### src/rtl/irq_aggr_pkg.sv
package irq_aggr_pkg;

  localparam int unsigned PINS_PER_DEV = 4;

  typedef enum logic [1:0] {
    MAP_ROTATE = 2'd0,
    MAP_BY_PIN = 2'd1,
    MAP_BY_DEV = 2'd2
  } map_mode_e;

  function automatic int unsigned route_line(int unsigned dev, int unsigned pin,
                                             int unsigned lines, map_mode_e mode);
    case (mode)
      MAP_BY_PIN: return pin % lines;
      MAP_BY_DEV: return dev % lines;
      default:    return (dev + pin) % lines;
    endcase
  endfunction

endpackage

### src/rtl/irq_pin_track.sv
module irq_pin_track
  import irq_aggr_pkg::*;
(
  input  logic                    clk_i,
  input  logic                    rst_ni,
  input  logic [PINS_PER_DEV-1:0] pin_i,
  input  logic                    attach_i,
  output logic [PINS_PER_DEV-1:0] rise_o,
  output logic [PINS_PER_DEV-1:0] fall_o,
  output logic [PINS_PER_DEV-1:0] level_o
);

  logic [PINS_PER_DEV-1:0] level_q, level_d;

  always_comb begin
    if (attach_i) begin
      rise_o  = '0;
      fall_o  = level_q;
      level_d = '0;
    end else begin
      rise_o  = pin_i & ~level_q;
      fall_o  = ~pin_i & level_q;
      level_d = pin_i;
    end
  end

  always_ff @(posedge clk_i or negedge rst_ni) begin
    if (!rst_ni) level_q <= '0;
    else         level_q <= level_d;
  end

  assign level_o = level_q;

  assert_attach_clears_R8: assert property (@(posedge clk_i) disable iff (!rst_ni)
    attach_i |=> (level_o == '0));

  // a pin held steady since the last edge raises no event
  assert_steady_no_event_R5: assert property (@(posedge clk_i) disable iff (!rst_ni)
    ($past(rst_ni) && !attach_i && !$past(attach_i) && $stable(pin_i))
      |-> ((rise_o | fall_o) == '0));

endmodule

### src/rtl/irq_line_count.sv
module irq_line_count #(
  parameter int unsigned NUM_SRC = 16,
  localparam int unsigned CW     = $clog2(NUM_SRC + 1)
) (
  input  logic               clk_i,
  input  logic               rst_ni,
  input  logic [NUM_SRC-1:0] inc_i,
  input  logic [NUM_SRC-1:0] dec_i,
  output logic               line_o
);

  logic [CW-1:0] cnt_q, cnt_d;
  logic [CW-1:0] n_inc, n_dec;
  logic [CW:0]   sum;

  always_comb begin
    n_inc = '0;
    n_dec = '0;
    for (int s = 0; s < NUM_SRC; s++) begin
      n_inc = n_inc + CW'(inc_i[s]);
      n_dec = n_dec + CW'(dec_i[s]);
    end
    sum = {1'b0, cnt_q} + {1'b0, n_inc};
    // floor at zero instead of wrapping
    if (sum < {1'b0, n_dec}) cnt_d = '0;
    else                     cnt_d = CW'(sum - {1'b0, n_dec});
  end

  always_ff @(posedge clk_i or negedge rst_ni) begin
    if (!rst_ni) cnt_q <= '0;
    else         cnt_q <= cnt_d;
  end

  assign line_o = (cnt_q != '0);

  assert_count_bound_R9: assert property (@(posedge clk_i) disable iff (!rst_ni)
    cnt_q <= CW'(NUM_SRC));

  assert_no_underflow_R9: assert property (@(posedge clk_i) disable iff (!rst_ni)
    (cnt_q == '0 && n_inc == '0) |=> (cnt_q == '0));

  assert_rise_sets_R2: assert property (@(posedge clk_i) disable iff (!rst_ni)
    (n_inc > n_dec) |=> line_o);

  assert_last_fall_clears_R3: assert property (@(posedge clk_i) disable iff (!rst_ni)
    (n_inc == '0 && n_dec != '0 && cnt_q == n_dec) |=> !line_o);

endmodule

### src/rtl/irq_share_aggr.sv
module irq_share_aggr
  import irq_aggr_pkg::*;
#(
  parameter int unsigned NUM_DEV   = 4,
  parameter int unsigned NUM_LINES = 4,
  parameter map_mode_e   MAP_MODE  = MAP_ROTATE,
  localparam int unsigned NUM_SRC  = NUM_DEV * PINS_PER_DEV
) (
  input  logic                 clk_i,
  input  logic                 rst_ni,
  input  logic [NUM_SRC-1:0]   dev_pin_i,
  input  logic [NUM_DEV-1:0]   dev_attach_i,
  output logic [NUM_LINES-1:0] line_o
);

  logic [NUM_SRC-1:0] rise, fall, level;

  for (genvar d = 0; d < NUM_DEV; d++) begin : g_dev
    irq_pin_track u_track (
      .clk_i    (clk_i),
      .rst_ni   (rst_ni),
      .pin_i    (dev_pin_i[d*PINS_PER_DEV +: PINS_PER_DEV]),
      .attach_i (dev_attach_i[d]),
      .rise_o   (rise[d*PINS_PER_DEV +: PINS_PER_DEV]),
      .fall_o   (fall[d*PINS_PER_DEV +: PINS_PER_DEV]),
      .level_o  (level[d*PINS_PER_DEV +: PINS_PER_DEV])
    );
  end

  for (genvar l = 0; l < NUM_LINES; l++) begin : g_line
    logic [NUM_SRC-1:0] inc_vec, dec_vec, lvl_vec;

    for (genvar s = 0; s < NUM_SRC; s++) begin : g_src
      localparam int unsigned ROUTE =
        route_line(s / PINS_PER_DEV, s % PINS_PER_DEV, NUM_LINES, MAP_MODE);
      localparam bit HIT = (ROUTE == l);
      assign inc_vec[s] = rise[s]  & HIT;
      assign dec_vec[s] = fall[s]  & HIT;
      assign lvl_vec[s] = level[s] & HIT;
    end

    irq_line_count #(.NUM_SRC(NUM_SRC)) u_count (
      .clk_i  (clk_i),
      .rst_ni (rst_ni),
      .inc_i  (inc_vec),
      .dec_i  (dec_vec),
      .line_o (line_o[l])
    );

    assert_quiet_line_low_R4: assert property (@(posedge clk_i) disable iff (!rst_ni)
      (lvl_vec == '0) |-> !line_o[l]);

    assert_busy_line_high_R4: assert property (@(posedge clk_i) disable iff (!rst_ni)
      (lvl_vec != '0) |-> line_o[l]);
  end

  assert_reset_quiet_R1: assert property (@(posedge clk_i)
    !rst_ni |-> (line_o == '0 && level == '0));

endmodule

### config.mk
export PLATFORM = sky130hd
export DESIGN_NAME = irq_share_aggr
export DESIGN_NICKNAME = d
export VERILOG_FILES = /design/src/rtl/irq_aggr_pkg.sv /design/src/rtl/irq_pin_track.sv /design/src/rtl/irq_line_count.sv /design/src/rtl/irq_share_aggr.sv
export SDC_FILE = /design/constraint.sdc
export NUM_CORES = 1
export LEC_CHECK = 0
export BUFFER_PORTS_ARGS = -buffer_cell sky130_fd_sc_hd__clkbuf_2
export CAP_MARGIN = 0
export CORE_MARGIN = 2
export CORE_UTILIZATION = 60
export DETAILED_ROUTE_END_ITERATION = 8
export GPL_ROUTABILITY_DRIVEN = 1
export GPL_TIMING_DRIVEN = 0
export PLACE_DENSITY_LB_ADDON = 0.15
export REMOVE_ABC_BUFFERS = 1
export SETUP_SLACK_MARGIN = 0.4
export SLEW_MARGIN = 20
export SYNTH_ARGS = -nofsm -noshare
export SYNTH_HDL_FRONTEND = slang
export SYNTH_SLANG_ARGS = --single-unit
### constraint.sdc
create_clock -name clk_i -period 9.2 [get_ports clk_i]
set_input_delay 0 -clock clk_i [delete_from_list [all_inputs] [get_ports clk_i]]
set_output_delay 0 -clock clk_i [all_outputs]
set_load 0.02 [all_outputs]
Word-level counts from Yosys, hierarchy flattened. Index checks and enable logic that the tools add are counted. W data, S select, Z words.

$add $sub $neg: 32. Mux-type cells: 16. Reduce and logical (&&, ||, !) cells: 4. Bitwise operators: 16. Order comparisons: 4.

Operators with widths (number): $add A5 B1 Y5 (16); $mux W4 (12); $and A4 B4 Y4 (8); $not A4 Y4 (8); $add A5 B5 Y6 (4); $lt A6 B5 Y1 (4); $mux W5 (4); $reduce_bool A5 Y1 (4); $sub A5 B5 Y5 (4); $add A1 B1 Y2 (8).

Register bits after elaboration: 36. Word-level logic and storage cells: 80. Output and inout bits: 4.

Longest topological paths before layout. Gate-level depths: netlist (run 1).

Depth in word-level cells: 9. Gate-level depth with buffers: 13.

Hierarchy. Synthesis (run 1) repeated with hierarchy kept, for this count alone.

Cells, all modules: 621. Area, all modules: 5834.3 µm².

Modules (own cells, without submodules): irq_line_count (cells an instance 135, times used 4, area each 1247.4 µm², sequential area each 125.1 µm²); irq_pin_track (cells an instance 20, times used 4, area each 210.2 µm², sequential area each 100.1 µm²); irq_share_aggr (cells an instance 1, times used 1, area each 3.8 µm², sequential area each 0.0 µm²).

Least setup slack after synthesis (run 1). No wires, ideal clock.

Kind: flip-flop to flip-flop. From: reg g_dev[0].u_track.level_q[0]. To: reg g_line[0].u_count.cnt_q[2]. Data required time: 9.066 ns. Path buffers: 0. Slack: 5.890 ns. Arrival time: 3.176 ns. Library setup time: 0.134 ns. Cell stages (with the launch flop): 12. Cells stage by stage: dfrtp_1 -> nor2_1 -> ha_1 -> fa_1 -> ha_1 -> fa_1 -> xor2_1 -> ha_1 -> nor2b_1 -> or3_1 -> a211oi_2 -> nor3_1.

Cells in the longest elaborated chain, start to end: 9. Elaborated cells on any way between the ends: 15. Classes of those cells: add/sub (8); order compare (1); mux (3); bitwise (3).

Ends and longest elaborated chain: start: declaration (RTL line irq_pin_track.sv:13) `logic [PINS_PER_DEV-1:0] level_q, level_d;`; start signal: assignment (RTL line irq_pin_track.sv:29) `else level_q <= level_d;`; $not A4 Y4 (RTL line irq_pin_track.sv:21) `rise_o = pin_i & ~level_q;`; $and A4 B4 Y4 (RTL line irq_pin_track.sv:21); $mux W4 (RTL line irq_pin_track.sv:16) `if (attach_i) begin`; $add A1 B1 Y2 (RTL line irq_line_count.sv:20) `n_inc = n_inc + CW'(inc_i[s]);`; $add A5 B1 Y5 (2 in a row) (RTL line irq_line_count.sv:20); $add A5 B5 Y6 (RTL line irq_line_count.sv:23) `sum = {1'b0, cnt_q} + {1'b0, n_inc};`; $sub A5 B5 Y5 or $lt A6 B5 Y1 (tied branches) (RTL line irq_line_count.sv:26, irq_line_count.sv:25); $mux W5 (*) (RTL line irq_line_count.sv:25) `if (sum < {1'b0, n_dec}) cnt_d = '0;`; via g_line[0].u_count.cnt_d[2] (RTL line irq_line_count.sv:12) `logic [CW-1:0] cnt_q, cnt_d;`; end signal: assignment (RTL line irq_line_count.sv:31) `else cnt_q <= cnt_d;`; end: declaration (RTL line irq_line_count.sv:12).

Mark *: on every way through the listed nets, which the timed path passes. The rest lies on a longest branch.

Worst setup path in the final report (run 1).
From: in dev_pin_i[0]. To: reg g_line[0].u_count.cnt_q[2].

Cells in the longest elaborated chain, start to end: 8. Elaborated cells on any way between the ends: 15. Classes of those cells: add/sub (8); order compare (1); mux (3); bitwise (3).

Ends and longest elaborated chain: start: declaration (RTL line irq_share_aggr.sv:11) `input logic [NUM_SRC-1:0] dev_pin_i,`; $and A4 B4 Y4 or $not A4 Y4 (tied branches) (RTL line irq_pin_track.sv:21, irq_pin_track.sv:22); $mux W4 or $and A4 B4 Y4 (tied branches) (RTL line irq_pin_track.sv:16, irq_pin_track.sv:22); $add A1 B1 Y2 or $mux W4 (tied branches) (RTL line irq_line_count.sv:20, irq_pin_track.sv:16); $add A5 B1 Y5 or $add A1 B1 Y2 (tied branches) (RTL line irq_line_count.sv:20, irq_line_count.sv:21); $add A5 B1 Y5, on equally long branches (RTL line irq_line_count.sv:20, irq_line_count.sv:21); $add A5 B5 Y6 or $add A5 B1 Y5 (tied branches) (RTL line irq_line_count.sv:23, irq_line_count.sv:21); $sub A5 B5 Y5 or $lt A6 B5 Y1 (tied branches) (RTL line irq_line_count.sv:26, irq_line_count.sv:25); $mux W5 (*) (RTL line irq_line_count.sv:25); via g_line[0].u_count.cnt_d[2] (RTL line irq_line_count.sv:12).

Marks and branches as above.

==> metrics, run 1 <==
DRT Pass-1 Iters=4; Top FF cell, synth=dfrtp_1; vias=2399; Post-synth EDFFs=0; leading area contributor after synthesis=dfrtp_1; slew margin rel.=38.5%; M2 GR Usage=38.9%; Final Skew=0.00728 ns; vias per cell=5.39; data arrival time of the worst path=3.84 ns; DR DRC count=0; register bit total from synthesis=36; top cell types by occurrence after synthesis=49 x inv_1, 40 x ha_1, 36 x dfrtp_1, 26 x nand2_1, 22 x nor2_1; XOR/XNOR share of the synthesized area=2.27%; syn avg cell area=9.31 µm²; post-synth cell types=43; largest net degree at the start of global routing=37; largest family of logic cells by synthesized area=adder cells; crit path time final=3.68 ns; maximum root-to-sink buffer count=2; Root Driver=clkbuf_8; Routability Congestion=1.00; post-route ant nets=0; DR WL/cell=13.3 µm; post-synth top area share=29.2%; Post-Syn Instances=331; max-cap violation count=0; TritonCTS Sinks=36; warnings from Yosys=0; Clock Latency Late Sink=0.30 ns; Placed Cells=420; Die X=75.7 µm; layout cell share with drive strength beyond 1=11.7%; GRT Total Usage=23.7%; P&R area growth vs syn=14.3%; Comb pwr share=60.5%; Die ar.=5730 µm²; initial antenna violation count=0; sw power=0.432 mW; Buffers on Ports=25; grt met1 use=31.2%; post-route setup TNS=0 ns; busiest grt layer=met2; M3 GR Usage=4.50%; starting density of the core=61.1%; CP Class=in2reg; row cnt=26; maximum clock rate=272 MHz; sequential area share after synthesis=29.2%; RSZ-0062 raised after global routing=no; Critical Path RT=9.36 ns; Post-Layout Cell Count=445; post-DP HPWL=4370 µm; vias in the first global route=2322; post-synthesis compound-gate area fraction=13.1%; post-synthesis mux area share=0%; Final Cycle Share=40.0%; ANT cells=0; DR iter-0 viols=94; CP startpoint kind=primary input; share of power burned in registers=27.0%; P_int=0.532 mW; Peak VDD IR=220 µV; power density over cell area=274 nW/µm²; Final Hold Viols=0; outcome=finished clean; ys async rst share=100%; Synth Area in Simple Gates=21.6%; Boundary Pins=26; Hold WC Path Type=in2reg; Synth Area in Adders=26.6%; drt total wl=5910 µm; CP Capture Type=flop; Die Y=75.7 µm; final slew viol count=0; final core occ=69.8%; CTS tree=done; maximum fanout along the worst path=6; CTS Buf Count=5; Worst Tran Pin Value=0.922 ns; H-Tree Depth=2; P_leak=1.87 nW; setup violators final=0; core area=5040 µm²; Setup Buffers After CTS=0; CTS resizes=0; most frequent cell after synthesis=inv_1; Remaining Overflow, GRT=0; Post-Syn Area=3080 µm²; Switching Fraction=44.8%; clk slew on worst S/H paths=0.07 ns; net total in the final layout=452; global-route wire length before repair=10100 µm; Clk pwr share=12.5%; largest cells by area after synthesis=dfrtp_1 29%, ha_1 16%, fa_1 10%
==> metal layers <==
metal | wire (µm) | part of all wire, %
met2 | 2830 | 48
met5 | 0 | 0
met4 | 125 | 2.1
met3 | 170 | 2.9
met1 | 2780 | 47
==> final timing paths <==
check	slack (ns)	start	end	cells after the start
min in group asynchronous	0.37	rst_ni	g_line[2].u_count.cnt_q[2]	2
setup / recovery	5.52	dev_pin_i[0]	g_line[0].u_count.cnt_q[2]	14
max in group asynchronous	8.26	rst_ni	g_line[0].u_count.cnt_q[0]	2
hold / removal	0.04	dev_attach_i[0]	g_dev[0].u_track.level_o[2]	3
setup reg to reg	5.58	g_dev[1].u_track.level_o[3]	g_line[0].u_count.cnt_q[2]	11
hold reg to reg	0.57	g_line[0].u_count.cnt_q[4]	g_line[0].u_count.cnt_q[4]	1
==> worst max-delay path, stage by stage <==
cell	delay, ns
dlygate4sd3_1	0.55
clkbuf_2	0.11
nand2b_1	0.10
nor2_1	0.06
ha_1	0.30
fa_1	0.40
ha_1	0.33
fa_1	0.48
xor2_1	0.19
ha_1	0.33
nor2b_1	0.20
or3_1	0.35
a211oi_2	0.33
nor3_1	0.09
==> state kept, by name, indices dropped and copies added, names as in the netlist <==
signal	cells
g_line.u_count.cnt_q	20
g_dev.u_track.level_o	16
==> cell families after synthesis <==
logic type,Yosys count
AND/OR/NAND/NOR,123
adder cells (fa/ha/maj),56
flip-flops,36
XOR/XNOR,8
AO/OA/AOI/OAI,53
buffers and inverters,55
==> through the flow <==
stage          instance area (µm²)  hold slack (ns)  worst slack, ns  power (mW)
6_report                      3520           0.0449             5.52       0.964
3_5_place_dp                  3260            0.183             5.63       0.835
2_1_floorplan                 3040           -0.296             5.89       0.712
5_1_grt                       3520           0.0519             5.33        1.07
4_1_cts                       3520           0.0369             5.54       0.967
3_3_place_gp                  3260            0.190             5.63       0.815
==> final cells by class <==
| class | instances | area [µm²] |
|---|---|---|
| Clock inverter | 1 | 7.51 |
| Tap cell | 70 | 87.6 |
| Fill cell | 385 | 1520 |
| Multi-Input combinational cell | 240 | 1960 |
| Sequential cell | 36 | 901 |
| Clock buffer | 7 | 86.3 |
| Timing Repair Buffer | 42 | 295 |
| Inverter | 49 | 184 |
==> power by group through the flow <==
stage / registers, mW / logic (mW) / clock network, mW
floorplan: 0.249 / 0.462 / 0
global placement: 0.262 / 0.553 / 0
detailed placement: 0.262 / 0.572 / 0
CTS: 0.260 / 0.583 / 0.124
global route: 0.269 / 0.670 / 0.129
finish: 0.260 / 0.583 / 0.120
==> cell usage in the layout, fill, tap and decap left out, types with 6 or more instances in the layout <==
cell type and n:
fa_1 16, dlygate4sd3_1 17, a21oi_1 14, dfrtp_1 36
a211o_1 6, clkbuf_8 6, inv_1 49, and2_1 13
nor2b_1 11, nor2_1 22, nand2b_1 16, clkbuf_2 25
nor3_1 6, nand2_1 26, ha_1 40
==> what timing repair did <==
action | 4_1_cts | 5_1_grt
hold buffers | 17 | 0
hold endpoints to repair | 52 | 0
endpoints found under the setup margin | 0 | 0
No activity file was read; power rests on OpenSTA's default activity.
==> run 2, diff against run 1 <==
ABC_AREA = 1   (was default)
CORE_UTILIZATION = 55   (was 60)
clock period = 3.1 ns   (was 9.2 ns; I/O delays follow)
==> metrics, run 2 <==
worst hold slack=0.0487 ns; vias in the first global route=2687; CTS Buf Count=5; CP Capture Type=flop; setup violators final=0; Largest Register=g_line.u_count.cnt_q; TritonCTS Sinks=36; Boundary Pins=26; Worst Tran Pin Value=0.936 ns; DR iter-0 viols=103; busiest grt layer=met2; clk slew on worst S/H paths=0.07 ns; pre-CTS WS=-0.128 ns; DR WL/cell=12.1 µm; DR DRC count=0; warnings from Yosys=0; post-synth cell types=21; maximum clock rate=336 MHz; Final Hold Viols=0; grt met1 use=30.2%; largest net degree at the start of global routing=37; Die ar.=6320 µm²; CTS tree=done; starting density of the core=56.9%; core area=5510 µm²; top cell types by occurrence after synthesis=90 x nand2_1, 88 x inv_1, 56 x nor2_1, 40 x ha_1, 36 x dfrtp_1; Clk pwr share=10.3%; Remaining Overflow, GRT=0; vias per cell=4.85; drt total wl=6620 µm; max FFs per register=20; Die Y=79.5 µm; layout filler cell count=450; CP Class=reg2reg; P_int=1.86 mW; M3 GR Usage=3.85%; max-cap violation count=0; Switching Fraction=45.8%; syn avg cell area=7.57 µm²; sw power=1.57 mW; data arrival time of the worst path=3.16 ns; layout cell share with drive strength beyond 1=26.6%; register bit total from synthesis=36; M2 GR Usage=40.3%; row cnt=27; global-route wire length before repair=11500 µm; maximum fanout along the worst path=2; Die X=79.5 µm; DRT Pass-1 Iters=4; H-Tree Depth=2; CP startpoint kind=flop; post-synth top area share=28.7%; Routability Congestion=0.811; GRT Total Usage=23.4%; Setup WS post-layout=0.120 ns; Post-synth EDFFs=0; placed standard-cell area=3300 µm²; maximum root-to-sink buffer count=2; largest cells by area after synthesis=dfrtp_1 29%, ha_1 16%, nand2_1 11%; Post-Layout Cell Count=549; ANT cells=0; post-route design area=4020 µm²; share of power burned in registers=22.4%; Final Cycle Share=96.1%; worst hold path cell count=2; Clock Latency Late Sink=0.29 ns; outcome=finished clean; slew margin rel.=37.6%; Comb pwr share=67.2%; crit path time final=2.98 ns; Placed Cells=503; Final Skew=0.00200 ns; leading area contributor after synthesis=dfrtp_1; P_leak=2.16 nW; Hold WC Path Type=in2reg; post-DP HPWL=4520 µm; most frequent cells in the layout=88 x nand2_1, 80 x inv_1, 46 x nor2_1; Post-Syn Instances=414; Design Power=3.43 mW; most frequent cell after synthesis=nand2_1; net total in the final layout=554; initial antenna violation count=0; Root Driver=clkbuf_8; Critical Path RT=3.28 ns; P&R area growth vs syn=28.3%; Reg2Reg Depth=9; post-route ant nets=0; most common cell after layout, fill and taps aside=nand2_1; ys async rst share=100%; RSZ-0062 raised after global routing=yes; Post-Syn Area=3130 µm²; Buffers on Ports=25; power density over cell area=853 nW/µm²; final slew viol count=0; sequential area share after synthesis=28.7%; vias=2661; Peak VDD IR=563 µV; Top FF cell, synth=dfrtp_1
==> run 2: changes by cell type after synthesis, sizes merged, moves of 14 or more <==
cell / change
nand2: +74
inv: +39
nor2: +38
nand2b: -16
nand3: +15
a21oi: -14
and2: -14
nor3: +14
==> run 2: worst paths after layout <==
check / from / slack [ns] / end
worst min-delay path: dev_attach_i[2] / 0.05 / g_dev[2].u_track.level_o[0]
worst max register to register: g_dev[1].u_track.level_o[0] / 0.12 / g_line[1].u_count.cnt_q[2]
max in group asynchronous: rst_ni / 2.14 / g_dev[0].u_track.level_o[3]
worst max-delay path: g_dev[1].u_track.level_o[0] / 0.12 / g_line[1].u_count.cnt_q[2]
min in group asynchronous: rst_ni / 0.38 / g_dev[0].u_track.level_o[0]
worst min register to register: g_line[0].u_count.cnt_q[4] / 0.69 / g_line[0].u_count.cnt_q[4]
==> run 2: what timing repair did <==
item                                    CTS  global route
hold buffers                             17             0
gates resized for setup                  47            20
endpoints found under the setup margin   20            20
hold endpoints to repair                 52             0
buffers inserted                         12             9
pin swaps                                49            30
==> run 2: routing by layer <==
metal | vias up | part of all wire, %
met2 | 42 | 48
met1 | 1229 | 47
li1 | 1375 | -
met3 | 15 | 2.8
met5 | - | 0
met4 | 0 | 2.6
==> run 2: through the flow <==
step	setup TNS (ns)	utilization, %
2_1_floorplan	0	-
3_3_place_gp	-1.02	60.0
3_5_place_dp	-1.44	60.0
4_1_cts	0	70.1
5_1_grt	0	73.0
6_report	0	73.0
==> run 2: worst max-delay path, stage by stage (launching register included) <==
cell and delay, ns:
dfrtp_1 0.39, nor3_2 0.18, ha_1 0.28, fa_2 0.40, ha_4 0.26, fa_2 0.57
inv_2 0.04, fa_2 0.37, xor2_1 0.30, nor2_2 0.07
==> run 2: power by group through the flow <==
stage	sequential [mW]	clock [mW]	combinational [mW]
floorplan	0.731	0	1.40
global placement	0.752	0	1.65
detailed placement	0.760	0	1.72
CTS	0.766	0.361	2.03
global route	0.790	0.382	2.65
finish	0.770	0.355	2.31
==> run 2: cell families (layout without fill, tap and decap cells) <==
logic type | count (synthesis) | in the layout | synth area share [%]
xor+xnor | 8 | 8 | 2.24
fa+ha+maj | 56 | 56 | 26.2
buf+inv | 96 | 159 | 12.0
flops | 36 | 36 | 28.7
compound gates | 14 | 14 | 2.24
simple gates | 204 | 204 | 28.6
==> run 2: layout make-up <==
type | count | area [µm²] | share of cell area [%]
multi-input combinational | 282 | 2150 | 53.4
sequential | 36 | 901 | 22.4
timing repair buffer | 63 | 460 | 11.5
inverter | 88 | 330 | 8.22
clock buffer | 8 | 90.1 | 2.24
tap | 72 | 90.1 | 2.24
